<file path="config.mk">
export PLATFORM = sky130hd
export DESIGN_NAME = irq_agg_top
export DESIGN_NICKNAME = d
export VERILOG_FILES = /design/src/rtl/irq_agg_pkg.sv /design/src/rtl/irq_bus_decode.sv /design/src/rtl/irq_cause_bank.sv /design/src/rtl/irq_agg_top.sv
export SDC_FILE = /design/constraint.sdc
export NUM_CORES = 1
export LEC_CHECK = 0
export BUFFER_PORTS_ARGS = -buffer_cell sky130_fd_sc_hd__buf_2
export CAP_MARGIN = 20
export CELL_PAD_IN_SITES_DETAIL_PLACEMENT = 1
export CELL_PAD_IN_SITES_GLOBAL_PLACEMENT = 1
export CORE_MARGIN = 5
export CORE_UTILIZATION = 42
export DETAILED_ROUTE_END_ITERATION = 10
export GPL_TIMING_DRIVEN = 0
export PLACE_DENSITY = 0.81
export SLEW_MARGIN = 15
export SYNTH_ARGS = -nofsm -noshare
export SYNTH_HDL_FRONTEND = slang
export SYNTH_HIERARCHICAL = 1
export SYNTH_SLANG_ARGS = --single-unit
</file>
<file path="constraint.sdc">
create_clock -name clk -period 2.5 [get_ports clk]
set_input_delay 0.375 -clock clk [delete_from_list [all_inputs] [get_ports clk]]
set_output_delay 0.375 -clock clk [all_outputs]
set_load 0.05 [all_outputs]
</file>
<file path="src/rtl/irq_agg_pkg.sv">
// Package: shared register addresses and the decoded-access strobe bundle
// for the interrupt cause and mask controller.
package irq_agg_pkg;
    localparam int ADDR_W = 4;

    typedef enum logic [ADDR_W-1:0] {
        A_LCAUSE = 4'h0,
        A_LSET   = 4'h1,
        A_LMSET  = 4'h2,
        A_LMCLR  = 4'h3,
        A_LACKM  = 4'h4,
        A_LCTRL  = 4'h5,
        A_ECAUSE = 4'h8,
        A_ESET   = 4'h9,
        A_EMSET  = 4'hA,
        A_EMCLR  = 4'hB,
        A_EACLR  = 4'hC,
        A_EAMSK  = 4'hD
    } reg_addr_e;

    typedef struct packed {
        logic lcause_rd;
        logic lcause_wr;
        logic lset_wr;
        logic lmset_wr;
        logic lmclr_wr;
        logic lackm_wr;
        logic lctrl_wr;
        logic ecause_rd;
        logic ecause_wr;
        logic eset_wr;
        logic emset_wr;
        logic emclr_wr;
        logic eaclr_wr;
        logic eamsk_wr;
    } acc_stb_t;
endpackage

</file>
<file path="src/rtl/irq_bus_decode.sv">
// Module: irq_bus_decode
// Turns one bus access into a bundle of one-hot access strobes.
// Assumes at most one access per cycle; unused addresses produce no strobe.
module irq_bus_decode
    import irq_agg_pkg::*;
(
    input  logic              req_en,
    input  logic              req_wr,
    input  logic [ADDR_W-1:0] req_addr,
    output acc_stb_t          stb
);
    // Decode address and direction into exactly one strobe (or none).
    always_comb begin
        stb = '0;
        if (req_en) begin
            case (req_addr)
                A_LCAUSE: begin
                    stb.lcause_rd = !req_wr;
                    stb.lcause_wr = req_wr;
                end
                A_LSET:   stb.lset_wr  = req_wr;
                A_LMSET:  stb.lmset_wr = req_wr;
                A_LMCLR:  stb.lmclr_wr = req_wr;
                A_LACKM:  stb.lackm_wr = req_wr;
                A_LCTRL:  stb.lctrl_wr = req_wr;
                A_ECAUSE: begin
                    stb.ecause_rd = !req_wr;
                    stb.ecause_wr = req_wr;
                end
                A_ESET:   stb.eset_wr  = req_wr;
                A_EMSET:  stb.emset_wr = req_wr;
                A_EMCLR:  stb.emclr_wr = req_wr;
                A_EACLR:  stb.eaclr_wr = req_wr;
                A_EAMSK:  stb.eamsk_wr = req_wr;
                default:  stb = '0;
            endcase
        end
    end
endmodule

</file>
<file path="src/rtl/irq_cause_bank.sv">
// Module: irq_cause_bank
// One bank of cause bits with a matching mask. Sets beat clears: hardware
// events and software sets win over any clear in the same cycle, and mask
// sets win over mask clears. Assumes the caller has already merged all
// clear and set sources into single vectors.
module irq_cause_bank #(
    parameter int W = 8
) (
    input  logic         clk,
    input  logic         rst_n,
    input  logic [W-1:0] hw_ev,
    input  logic [W-1:0] c_set,
    input  logic [W-1:0] c_clr,
    input  logic [W-1:0] m_set,
    input  logic [W-1:0] m_clr,
    output logic [W-1:0] cause,
    output logic [W-1:0] mask,
    output logic         pend
);
    // Cause register: clear first, then OR in sets and hardware events.
    always_ff @(posedge clk) begin
        if (!rst_n) cause <= '0;
        else        cause <= (cause & ~c_clr) | c_set | hw_ev;
    end

    // Mask register: clear first, then OR in set bits.
    always_ff @(posedge clk) begin
        if (!rst_n) mask <= '0;
        else        mask <= (mask & ~m_clr) | m_set;
    end

    // Pending when any enabled cause is present.
    assign pend = |(cause & mask);

    // a hardware event is always captured
    a_r2_event_lands: assert property (@(posedge clk) disable iff (!rst_n)
        (hw_ev != '0) |=> ((cause & $past(hw_ev)) == $past(hw_ev)));

    // a clear with no competing set leaves the bit at 0
    a_r6_clear_takes: assert property (@(posedge clk) disable iff (!rst_n)
        ((c_clr & ~c_set & ~hw_ev) != '0) |=>
        ((cause & $past(c_clr & ~c_set & ~hw_ev)) == '0));

    // mask set bits always reach the mask
    a_r4_mask_set: assert property (@(posedge clk) disable iff (!rst_n)
        (m_set != '0) |=> ((mask & $past(m_set)) == $past(m_set)));

    // mask clear bits not overridden close the mask
    a_r4_mask_clr: assert property (@(posedge clk) disable iff (!rst_n)
        ((m_clr & ~m_set) != '0) |=> ((mask & $past(m_clr & ~m_set)) == '0));
endmodule

</file>
<file path="src/rtl/irq_agg_top.sv">
// Module: irq_agg_top
// Interrupt cause and mask controller with a legacy bank and an extended
// (per-queue) bank. Holds the acknowledge, control, auto-clear and auto-mask
// registers, merges every clear/set source into the two banks, and muxes
// read data. Assumes LEG_W and EXT_W are both below DATA_W.
module irq_agg_top
    import irq_agg_pkg::*;
#(
    parameter int DATA_W = 32,
    parameter int LEG_W  = 16,
    parameter int EXT_W  = 8
) (
    input  logic              clk,
    input  logic              rst_n,
    input  logic [LEG_W-1:0]  leg_hw_ev,
    input  logic [EXT_W-1:0]  ext_hw_ev,
    input  logic              msix_mode,
    input  logic              msix_sent,
    input  logic              req_en,
    input  logic              req_wr,
    input  logic [ADDR_W-1:0] req_addr,
    input  logic [DATA_W-1:0] req_wdata,
    output logic [DATA_W-1:0] rd_data,
    output logic              irq
);
    localparam logic [LEG_W-1:0] L_ALL = {LEG_W{1'b1}};
    localparam logic [EXT_W-1:0] E_ALL = {EXT_W{1'b1}};

    acc_stb_t          stb;
    logic [LEG_W-1:0]  wd_l, lackm, lcause, lmask;
    logic [LEG_W-1:0]  l_cset, l_cclr, l_mset, l_mclr;
    logic [EXT_W-1:0]  wd_e, eaclr, eamsk, ecause, emask;
    logic [EXT_W-1:0]  e_cset, e_cclr, e_mset, e_mclr;
    logic              lctrl_en, l_copy, e_acc, msix_act, l_pend, e_pend;

    irq_bus_decode u_dec (
        .req_en   (req_en),
        .req_wr   (req_wr),
        .req_addr (req_addr),
        .stb      (stb)
    );

    assign wd_l = req_wdata[LEG_W-1:0];
    assign wd_e = req_wdata[EXT_W-1:0];

    // Plain configuration registers written directly by software.
    always_ff @(posedge clk) begin
        if (!rst_n) begin
            lackm    <= '0;
            lctrl_en <= 1'b0;
            eaclr    <= '0;
            eamsk    <= '0;
        end else begin
            if (stb.lackm_wr) lackm    <= wd_l;
            if (stb.lctrl_wr) lctrl_en <= req_wdata[0];
            if (stb.eaclr_wr) eaclr    <= wd_e;
            if (stb.eamsk_wr) eamsk    <= wd_e;
        end
    end

    // Legacy bank sources: clear-on-read, W1C, optional acknowledge copy.
    always_comb begin
        l_copy = (stb.lcause_rd | stb.lcause_wr) & lctrl_en;
        l_cclr = (stb.lcause_rd ? L_ALL : '0) | (stb.lcause_wr ? wd_l : '0);
        l_cset = stb.lset_wr ? wd_l : '0;
        l_mset = (stb.lmset_wr ? wd_l : '0) | (l_copy ? lackm : '0);
        l_mclr = (stb.lmclr_wr ? wd_l : '0) | (l_copy ? ~lackm : '0);
    end

    // Extended bank sources: access auto-mask, set auto-mask, MSI-X effects.
    always_comb begin
        msix_act = msix_sent & msix_mode;
        e_acc    = stb.ecause_rd | stb.ecause_wr;
        e_cclr   = (stb.ecause_rd ? E_ALL : '0) | (stb.ecause_wr ? wd_e : '0)
                 | (msix_act ? eaclr : '0);
        e_cset   = stb.eset_wr ? wd_e : '0;
        e_mclr   = (stb.emclr_wr ? wd_e : '0) | (e_acc ? eamsk : '0)
                 | (msix_act ? eamsk : '0);
        e_mset   = (stb.emset_wr ? wd_e : '0) | (stb.eset_wr ? eamsk : '0);
    end

    irq_cause_bank #(.W(LEG_W)) u_leg (
        .clk   (clk),
        .rst_n (rst_n),
        .hw_ev (leg_hw_ev),
        .c_set (l_cset),
        .c_clr (l_cclr),
        .m_set (l_mset),
        .m_clr (l_mclr),
        .cause (lcause),
        .mask  (lmask),
        .pend  (l_pend)
    );

    irq_cause_bank #(.W(EXT_W)) u_ext (
        .clk   (clk),
        .rst_n (rst_n),
        .hw_ev (ext_hw_ev),
        .c_set (e_cset),
        .c_clr (e_cclr),
        .m_set (e_mset),
        .m_clr (e_mclr),
        .cause (ecause),
        .mask  (emask),
        .pend  (e_pend)
    );

    assign irq = l_pend | e_pend;

    // Read mux: readable registers zero-extended; everything else returns 0.
    always_comb begin
        rd_data = '0;
        if (req_en && !req_wr) begin
            case (req_addr)
                A_LCAUSE: rd_data[LEG_W-1:0] = lcause;
                A_LMSET:  rd_data[LEG_W-1:0] = lmask;
                A_LACKM:  rd_data[LEG_W-1:0] = lackm;
                A_LCTRL:  rd_data[0]         = lctrl_en;
                A_ECAUSE: rd_data[EXT_W-1:0] = ecause;
                A_EMSET:  rd_data[EXT_W-1:0] = emask;
                A_EACLR:  rd_data[EXT_W-1:0] = eaclr;
                A_EAMSK:  rd_data[EXT_W-1:0] = eamsk;
                default:  rd_data = '0;
            endcase
        end
    end
endmodule

</file>
==> impl_results.md, run 1 <==
* Status: completed
* Global-route track usage on met2 at 0.4062
* Worst slew pin tran at 673.3 ps
* Antenna diodes at 0
* Total via count in the routed design at 4783
* Leak pwr at between 0.002 and 0.003 uW
* Worst-skew pair later-pin latency at approximately 340 ps
* Top Family by Delay on Critical Path: simple AND/OR/NAND/NOR gates
* Maximum count of clock buffers along a single path at 2
* Peak supply drop at approximately 0.00030 V
* Total half-perimeter wirelength after legalization and detailed placement at 12900 um
* Average wire per cell in the routed design at around 22 um
* Port-buffer cells at between 60 and 70
* Die Outline Area at between 10000 and 15000 sq um
* CTS tree: done
* Final Cycle Share at 0.9623
* Fraction of synthesis flops using an asynchronous set or reset pin at 0
* Relative slew slack at 0.5511
* Total of endpoints with negative setup slack in the final report at 0
* Final max-slew violation count at 0
* Met1 routing resource usage after global routing at 0.3125
* Worst Path Required at approximately 2700 ps
* Shortest clock period the worst path allows after layout at 2406 ps
* Vias per cell at approximately 5.9
* Wire length after detailed routing at around 18000 um
* List of cells traversed by the critical path: buf_2 > or4b_4 > nor3_1 > buf_2 > o21ai_1 > clkbuf_2 > o21ai_0 > nor2b_1 > o21a_1
* Gp weighted congestion at roughly 0.90
* Commonest cells after routing, fill and taps aside: sky130_fd_sc_hd__buf_2 (82), sky130_fd_sc_hd__nor2b_1 (82), sky130_fd_sc_hd__dfxtp_1 (81)
* Layout Area Growth over Synthesis at 18.68%
* Vert. Die Dim at about 120 um
* Worst path max stage delay at ~580 ps
* Hold buffer count at cts at 0
* Hold violation count in the final report at 0
* Fraction of the yosys area taken by sequential cells at 0.3237
* Post-route standard cell area excluding fillers at between 5000 and 6000 sq um
* Global routing usage on met3 at 0.04692
* TritonCTS buffer count at 9
* Syn Std Cell Area at around 5000 sq um
* WP buf/inv at 3
* Worst slack, placed at -364.4 ps
* Antenna violation net count after detailed routing at 0
* # Max-Cap Violations at 0
* Fraction of power consumed by combinational cells at 0.126
* Initial DRC count at roughly 300
* Net Sw Frac at 0.2557
* Residual overflow from global routing at 0
* Upper clock frequency limit at ~0.42 GHz
* Total clock sinks at 81
* Flip-flop cell with the highest count after synthesis: sky130_fd_sc_hd__dfxtp_1
* Number of ports placed on the die boundary at a little under 100
* Horiz. Die Dim at about 120 um
* DP Area at 5575 sq um
* Critical-path maximum fanout at 14
* Number of instances in the synthesized netlist at between 500 and 600
* Startpoint Class: input pin
* Clock skew at 3.915 ps
* Fraction of final layout cells with drive strength greater than 1 at 0.2133
* Internal power at approximately 2400 uW
* Number of enable flip-flop cells after synthesis at 0
* H-tree depth at 3
* Endpoint kind of the worst setup timing path: register
* Share of total power in the clock network at 0.450
* Net switching power of the design at between 800 and 900 uW
* Site Rows at 39
* Pwr/cell area at between 500 and 600 nW/um^2
* Via count of the first global-routing pass at between 5000 and 6000
* Worst setup path class: in -> reg
* Pin count of the biggest net entering global routing at 15
* Dominant cell type by count on the critical path: sky130_fd_sc_hd__buf_2
* Data arrival time at the worst-slack endpoint at roughly 2600 ps
* Total iterations of the first detailed-routing run at 5
* Post-route worst setup slack at roughly 94 ps
* RSZ-0062 raised after global routing: false
* Number of warning messages in the yosys log at 6
* Global routing's busiest layer: met2
* Remaining design rule violation count at 0
* Overall routing resource usage at 0.2463
* Fillers at between 1000 and 1500
* Core box area at roughly 12000 sq um
* Clock-pin slew reported for the worst setup and hold paths after clock tree synthesis at 60 ps
* Root buffer selected by CTS: sky130_fd_sc_hd__clkbuf_16
* Sequential cell fraction of total power at 0.424
* Mean cell area of the mapped netlist at ~8.9 sq um
* HP Class: in -> reg
* Synthesis-stage register bit count at 81
* Initial standard-cell utilization of the core at 0.4332
* Initial antenna violation count at 0
* First-pass GRT wire length at between 20000 and 30000 um
* Total Nets Final at between 700 and 800
* Slowest cell on the critical path: sky130_fd_sc_hd__or4b_4
* Unique cell type count in the Yosys netlist at 49
-- worst paths after layout --
check / startpoint / endpoint / slack, ps / cells after the start
worst max-delay path: req_addr[0] / u_leg/mask[6] / 90 / 9
worst max register to register: lctrl_en / u_leg/mask[6] / 950 / 5
worst min-delay path: leg_hw_ev[8] / u_leg/cause[8] / 250 / 2
worst min register to register: lackm[15] / lackm[15] / 560 / 2
-- sequential cells by signal (all words and copies together) (netlist names) --
| signal | cells |
|---|---|
| eaclr | 8 |
| eamsk | 8 |
| lackm | 16 |
| lctrl_en | 1 |
| u_ext/cause | 8 |
| u_ext/mask | 8 |
| u_leg/cause | 16 |
| u_leg/mask | 16 |
-- per-stage QoR --
stage               hold WS [ps]  total power [uW]  instances    util  setup TNS [ps]
detailed placement         551.3              1781        787  0.4821           -7305
global placement           531.8              1763        787  0.4821           -4783
global route               241.5              3321        804  0.5141               0
floorplan                  501.2              1639        578       -               0
CTS                        247.5              3217        803  0.5109               0
finish                     250.4              3215        804  0.5141               0
-- synthesized netlist by cell type, drive strengths merged (7+ instances only) --
master  instances  share of area
buf            41          0.052
a21o           16          0.024
nor2           20          0.017
clkbuf         24          0.018
a22oi          17          0.025
nand2          25          0.019
a21oi           8         0.0080
nor2b          82           0.10
and2           26          0.032
dfxtp          81           0.32
o31a           24          0.042
mux2i          48          0.096
mux2            7          0.016
o21a           25          0.037
o21ai          19          0.019
a22o           44          0.077
a221o           8          0.016
-- worst register-to-register path, cell delays in order, from the launching register on --
cell and delay, ps:
sky130_fd_sc_hd__dfxtp_1 390, sky130_fd_sc_hd__o21ai_1 250, sky130_fd_sc_hd__clkbuf_2 290, sky130_fd_sc_hd__o21ai_0 240, sky130_fd_sc_hd__nor2b_1 90, sky130_fd_sc_hd__o21a_1 180
-- final cells by class --
cell class              count  area (sq um)  area share
multi-input cells         431          3103      0.5219
clock buffers              15         297.8     0.05008
flip-flops and latches     81          1622      0.2727
inverters                   1         3.754   0.0006313
repair buffers             67         350.3     0.05892
well taps                 143         178.9     0.03009
plain buffers              65         360.3     0.06061
clock inverters             1         30.03    0.005051
-- what timing repair did --
action / 4_1_cts / 5_1_grt
gates resized for setup: 2 / 11
pin swaps: 0 / 1
setup endpoints to repair: 11 / 24
buffers inserted: 0 / 1
-- power by group through the flow --
stage | clock network, uW | logic (uW) | registers [uW]
6_report | 1450 | 404 | 1360
5_1_grt | 1520 | 433 | 1370
4_1_cts | 1460 | 395 | 1360
3_5_place_dp | 0 | 389 | 1390
3_3_place_gp | 0 | 373 | 1390
2_1_floorplan | 0 | 265 | 1370
-- metal layers --
metal | up-vias | share of wire
met5 | - | 0
met4 | 0 | 0.038
met3 | 52 | 0.061
met2 | 196 | 0.46
met1 | 2330 | 0.44
li1 | 2205 | -
-- logic make-up after synthesis --
family | synth area share
AOI/OAI and AO/OA | 0.2785
buffers and inverters | 0.07118
DFF | 0.3237
muxes | 0.1116
other | 0.0007485
and+or+nand+nor | 0.2143
No activity file was read; power rests on OpenSTA's default activity.
==> run 2: changes to the inputs <==
--- a/config.mk
+++ b/config.mk
@@ -10,12 +10,11 @@
 export CELL_PAD_IN_SITES_DETAIL_PLACEMENT = 1
 export CELL_PAD_IN_SITES_GLOBAL_PLACEMENT = 1
 export CORE_MARGIN = 5
-export CORE_UTILIZATION = 42
+export CORE_UTILIZATION = 41
 export DETAILED_ROUTE_END_ITERATION = 10
 export GPL_TIMING_DRIVEN = 0
 export PLACE_DENSITY = 0.81
 export SLEW_MARGIN = 15
 export SYNTH_ARGS = -nofsm -noshare
 export SYNTH_HDL_FRONTEND = slang
-export SYNTH_HIERARCHICAL = 1
 export SYNTH_SLANG_ARGS = --single-unit
==> impl_results.md, run 2 <==
* DP Area at 5295 sq um
* Total via count in the routed design at between 5000 and 6000
* Vert. Die Dim at around 120 um
* Upper clock frequency limit at slightly above 0.4 GHz
* Number of warning messages in the yosys log at 0
* Pwr/cell area at ~580 nW/um^2
* Cell Count Post-Placement at about 790
* Post-route standard cell area excluding fillers at 5712 sq um
* Worst R2R Path Depth at 4
* Critical-path maximum fanout at 10
* Post-route worst setup slack at 48.81 ps
* Clock skew at around 11 ps
* Worst slew pin tran at between 700 and 800 ps
* H-tree depth at 3
* Relative slew slack at 0.4952
* Residual overflow from global routing at 0
* Vias per cell at slightly above 6
* Total Nets Final at between 700 and 800
* Total of endpoints with negative setup slack in the final report at 0
* Leak pwr at about 0.0022 uW
* Via count of the first global-routing pass at 5247
* CTS tree: done
* Status: completed
* Largest regs: lackm: 16 flops, u_leg.cause: 16 flops, u_leg.mask: 16 flops
* Overall routing resource usage at 0.2801
* Flip-flop cell with the highest count after synthesis: sky130_fd_sc_hd__dfxtp_1
* Cell with the most instances after synthesis: sky130_fd_sc_hd__dfxtp_1
* Initial antenna violation count at 0
* Data arrival time at the worst-slack endpoint at between 2000 and 2500 ps
* HP Class: in -> reg
* Total clock sinks at 81
* Antenna diodes at 0
* Final max-slew violation count at 0
* Startpoint Class: input pin
* Gp weighted congestion at a little under 1
* Root buffer selected by CTS: sky130_fd_sc_hd__clkbuf_16
* Leading cell type in the layout, fill and taps excluded: sky130_fd_sc_hd__dfxtp_1
* Dominant cell type by count on the critical path: sky130_fd_sc_hd__buf_2
* Fraction of synthesis flops using an asynchronous set or reset pin at 0
* Cell depth of the worst hold path at 3
* First-pass GRT wire length at 30520 um
* List of cells traversed by the critical path: buf_2 > buf_4 > nor4b_4 > buf_2 > a222oi_1 > a21oi_1 > buf_2
* Initial DRC count at approximately 460
* Port-buffer cells at between 60 and 70
* Fin cells at 809
* Slowest cell on the critical path: sky130_fd_sc_hd__nor4b_4
* Worst path max stage delay at between 300 and 400 ps
* Commonest cells after routing, fill and taps aside: sky130_fd_sc_hd__dfxtp_1 (81), sky130_fd_sc_hd__buf_2 (73), sky130_fd_sc_hd__nand2_1 (67)
* Antenna violation net count after detailed routing at 0
* Worst slack, placed at -371.5 ps
* Fraction of final layout cells with drive strength greater than 1 at 0.2372
* Wire length after detailed routing at about 20000 um
* Pin count of the biggest net entering global routing at 14
* Endpoint kind of the worst setup timing path: output pin
* Worst Path Required at ~2100 ps
* Die Outline Area at about 14000 sq um
* Mean cell area of the mapped netlist at approximately 8.3 sq um
* Initial standard-cell utilization of the core at 0.4156
* Peak supply drop at around 0.00039 V
* Layout Area Growth over Synthesis at 20.86%
* Unique cell type count in the Yosys netlist at a little under 50
* RSZ-0062 raised after global routing: false
* Hold violation count in the final report at 0
* Core box area at around 11000 sq um
* Number of ports placed on the die boundary at between 90 and 100
* Yosys top cell area share at 0.3431
* Remaining design rule violation count at 0
* Total iterations of the first detailed-routing run at 6
* Number of enable flip-flop cells after synthesis at 0
* Total half-perimeter wirelength after legalization and detailed placement at 14390 um
* Horiz. Die Dim at approximately 120 um
* Site Rows at 39
* # Max-Cap Violations at 0
* Syn Std Cell Area at around 4700 sq um
* Number of instances in the synthesized netlist at 570
* Worst setup path class: in -> out
* Shortest clock period the worst path allows after layout at roughly 2500 ps
* Synthesis-stage register bit count at 81
* Fraction of the yosys area taken by sequential cells at 0.3431
* Largest area contributor in the netlist: sky130_fd_sc_hd__dfxtp_1
* Synth cell count leaders: sky130_fd_sc_hd__dfxtp_1 (81), sky130_fd_sc_hd__nand2_1 (67), sky130_fd_sc_hd__nand3_1 (57)
* Worst-skew pair later-pin latency at 350 ps
* Clock-pin slew reported for the worst setup and hold paths after clock tree synthesis at ~70 ps
* Final Cycle Share at 0.9805
* Maximum count of clock buffers along a single path at 2
* TritonCTS buffer count at 9
* Average wire per cell in the routed design at between 20 and 25 um
* Synth area leaders: sky130_fd_sc_hd__dfxtp_1 (34%), sky130_fd_sc_hd__a21boi_0 (6.8%), sky130_fd_sc_hd__nand3_1 (6.0%)
run 2: cell types whose count changed in the layout (fill, tap and decap cells not counted), sizes merged, moves of 25 or more:
| cell | previous run | this run |
|---|---|---|
| a21boi | 0 | 72 |
| a21oi | 8 | 33 |
| a22o | 44 | 13 |
| mux2i | 48 | 5 |
| nand2 | 25 | 68 |
| nand3 | 2 | 57 |
| nor2b | 82 | 3 |
run 2: critical path: cells and delay by family:
| kind | cells | cell delay, ps |
|---|---|---|
| buf+inv | 4 | 990 |
| simple gates | 1 | 330 |
| compound gates | 2 | 380 |
run 2: repair_timing:
| action | 4_1_cts | 5_1_grt |
|---|---|---|
| hold buffers | 0 | 0 |
| pin swaps | 1 | 0 |
| cloned | 0 | 0 |
| setup buffers | 4 | 0 |
| gates resized for setup | 4 | 10 |
| setup endpoints to repair | 15 | 12 |
run 2: routing by layer:
metal / share of wire / up-vias / track usage
met4: 0.036 / 0 / 0.1175
li1: - / 2267 / -
met3: 0.069 / 55 / 0.04235
met1: 0.42 / 2496 / 0.3697
met2: 0.47 / 230 / 0.4547
met5: 0 / - / 0
run 2: area by class of cell:
class                      count  area, sq um
fill                        1373         5658
multi-input combinational    408         2723
sequential                    81         1622
buffer                        71        407.9
timing repair buffer          65        346.6
clock buffer                  12        266.5
tap                          143        178.9
inverter                      25        93.84
clock inverter                 4        73.82
run 2: final timing paths:
| path | endpoint | slack (ps) | from |
|---|---|---|---|
| max reg2reg | u_leg.mask[13] | 1100 | lctrl_en |
| max | rd_data[7] | 50 | req_addr[3] |
| min | u_leg.cause[15] | 280 | leg_hw_ev[15] |
| min reg2reg | lackm[1] | 490 | lackm[1] |
run 2: stage by stage:
stage | hold slack [ps] | util | total power [uW] | TNS, ps
final | 284.0 | 0.5024 | 3286 | 0
after global placement | 466.6 | 0.4657 | 1771 | -2973
after CTS | 281.8 | 0.4990 | 3289 | 0
after global routing | 318.3 | 0.5024 | 3391 | 0
after detailed placement | 469.1 | 0.4657 | 1784 | -3420
after floorplan | 447.6 | - | 1636 | 0
run 2: logic make-up (layout without fill, tap and decap cells):
logic type / count (synthesis) / in the layout / synth area share
AO/OA/AOI/OAI: 206 / 206 / 0.3347
buffers and inverters: 96 / 177 / 0.1046
flip-flops: 81 / 81 / 0.3431
multiplexers: 6 / 6 / 0.01297
other: 1 / 16 / 0.0007935
AND/OR/NAND/NOR: 180 / 180 / 0.2039
run 2: report_power, final:
part	internal, uW	total [uW]	switching (uW)
logic	134	406	272
registers	1330	1370	41.5
clock network	957	1510	554
total	2420	3290	868
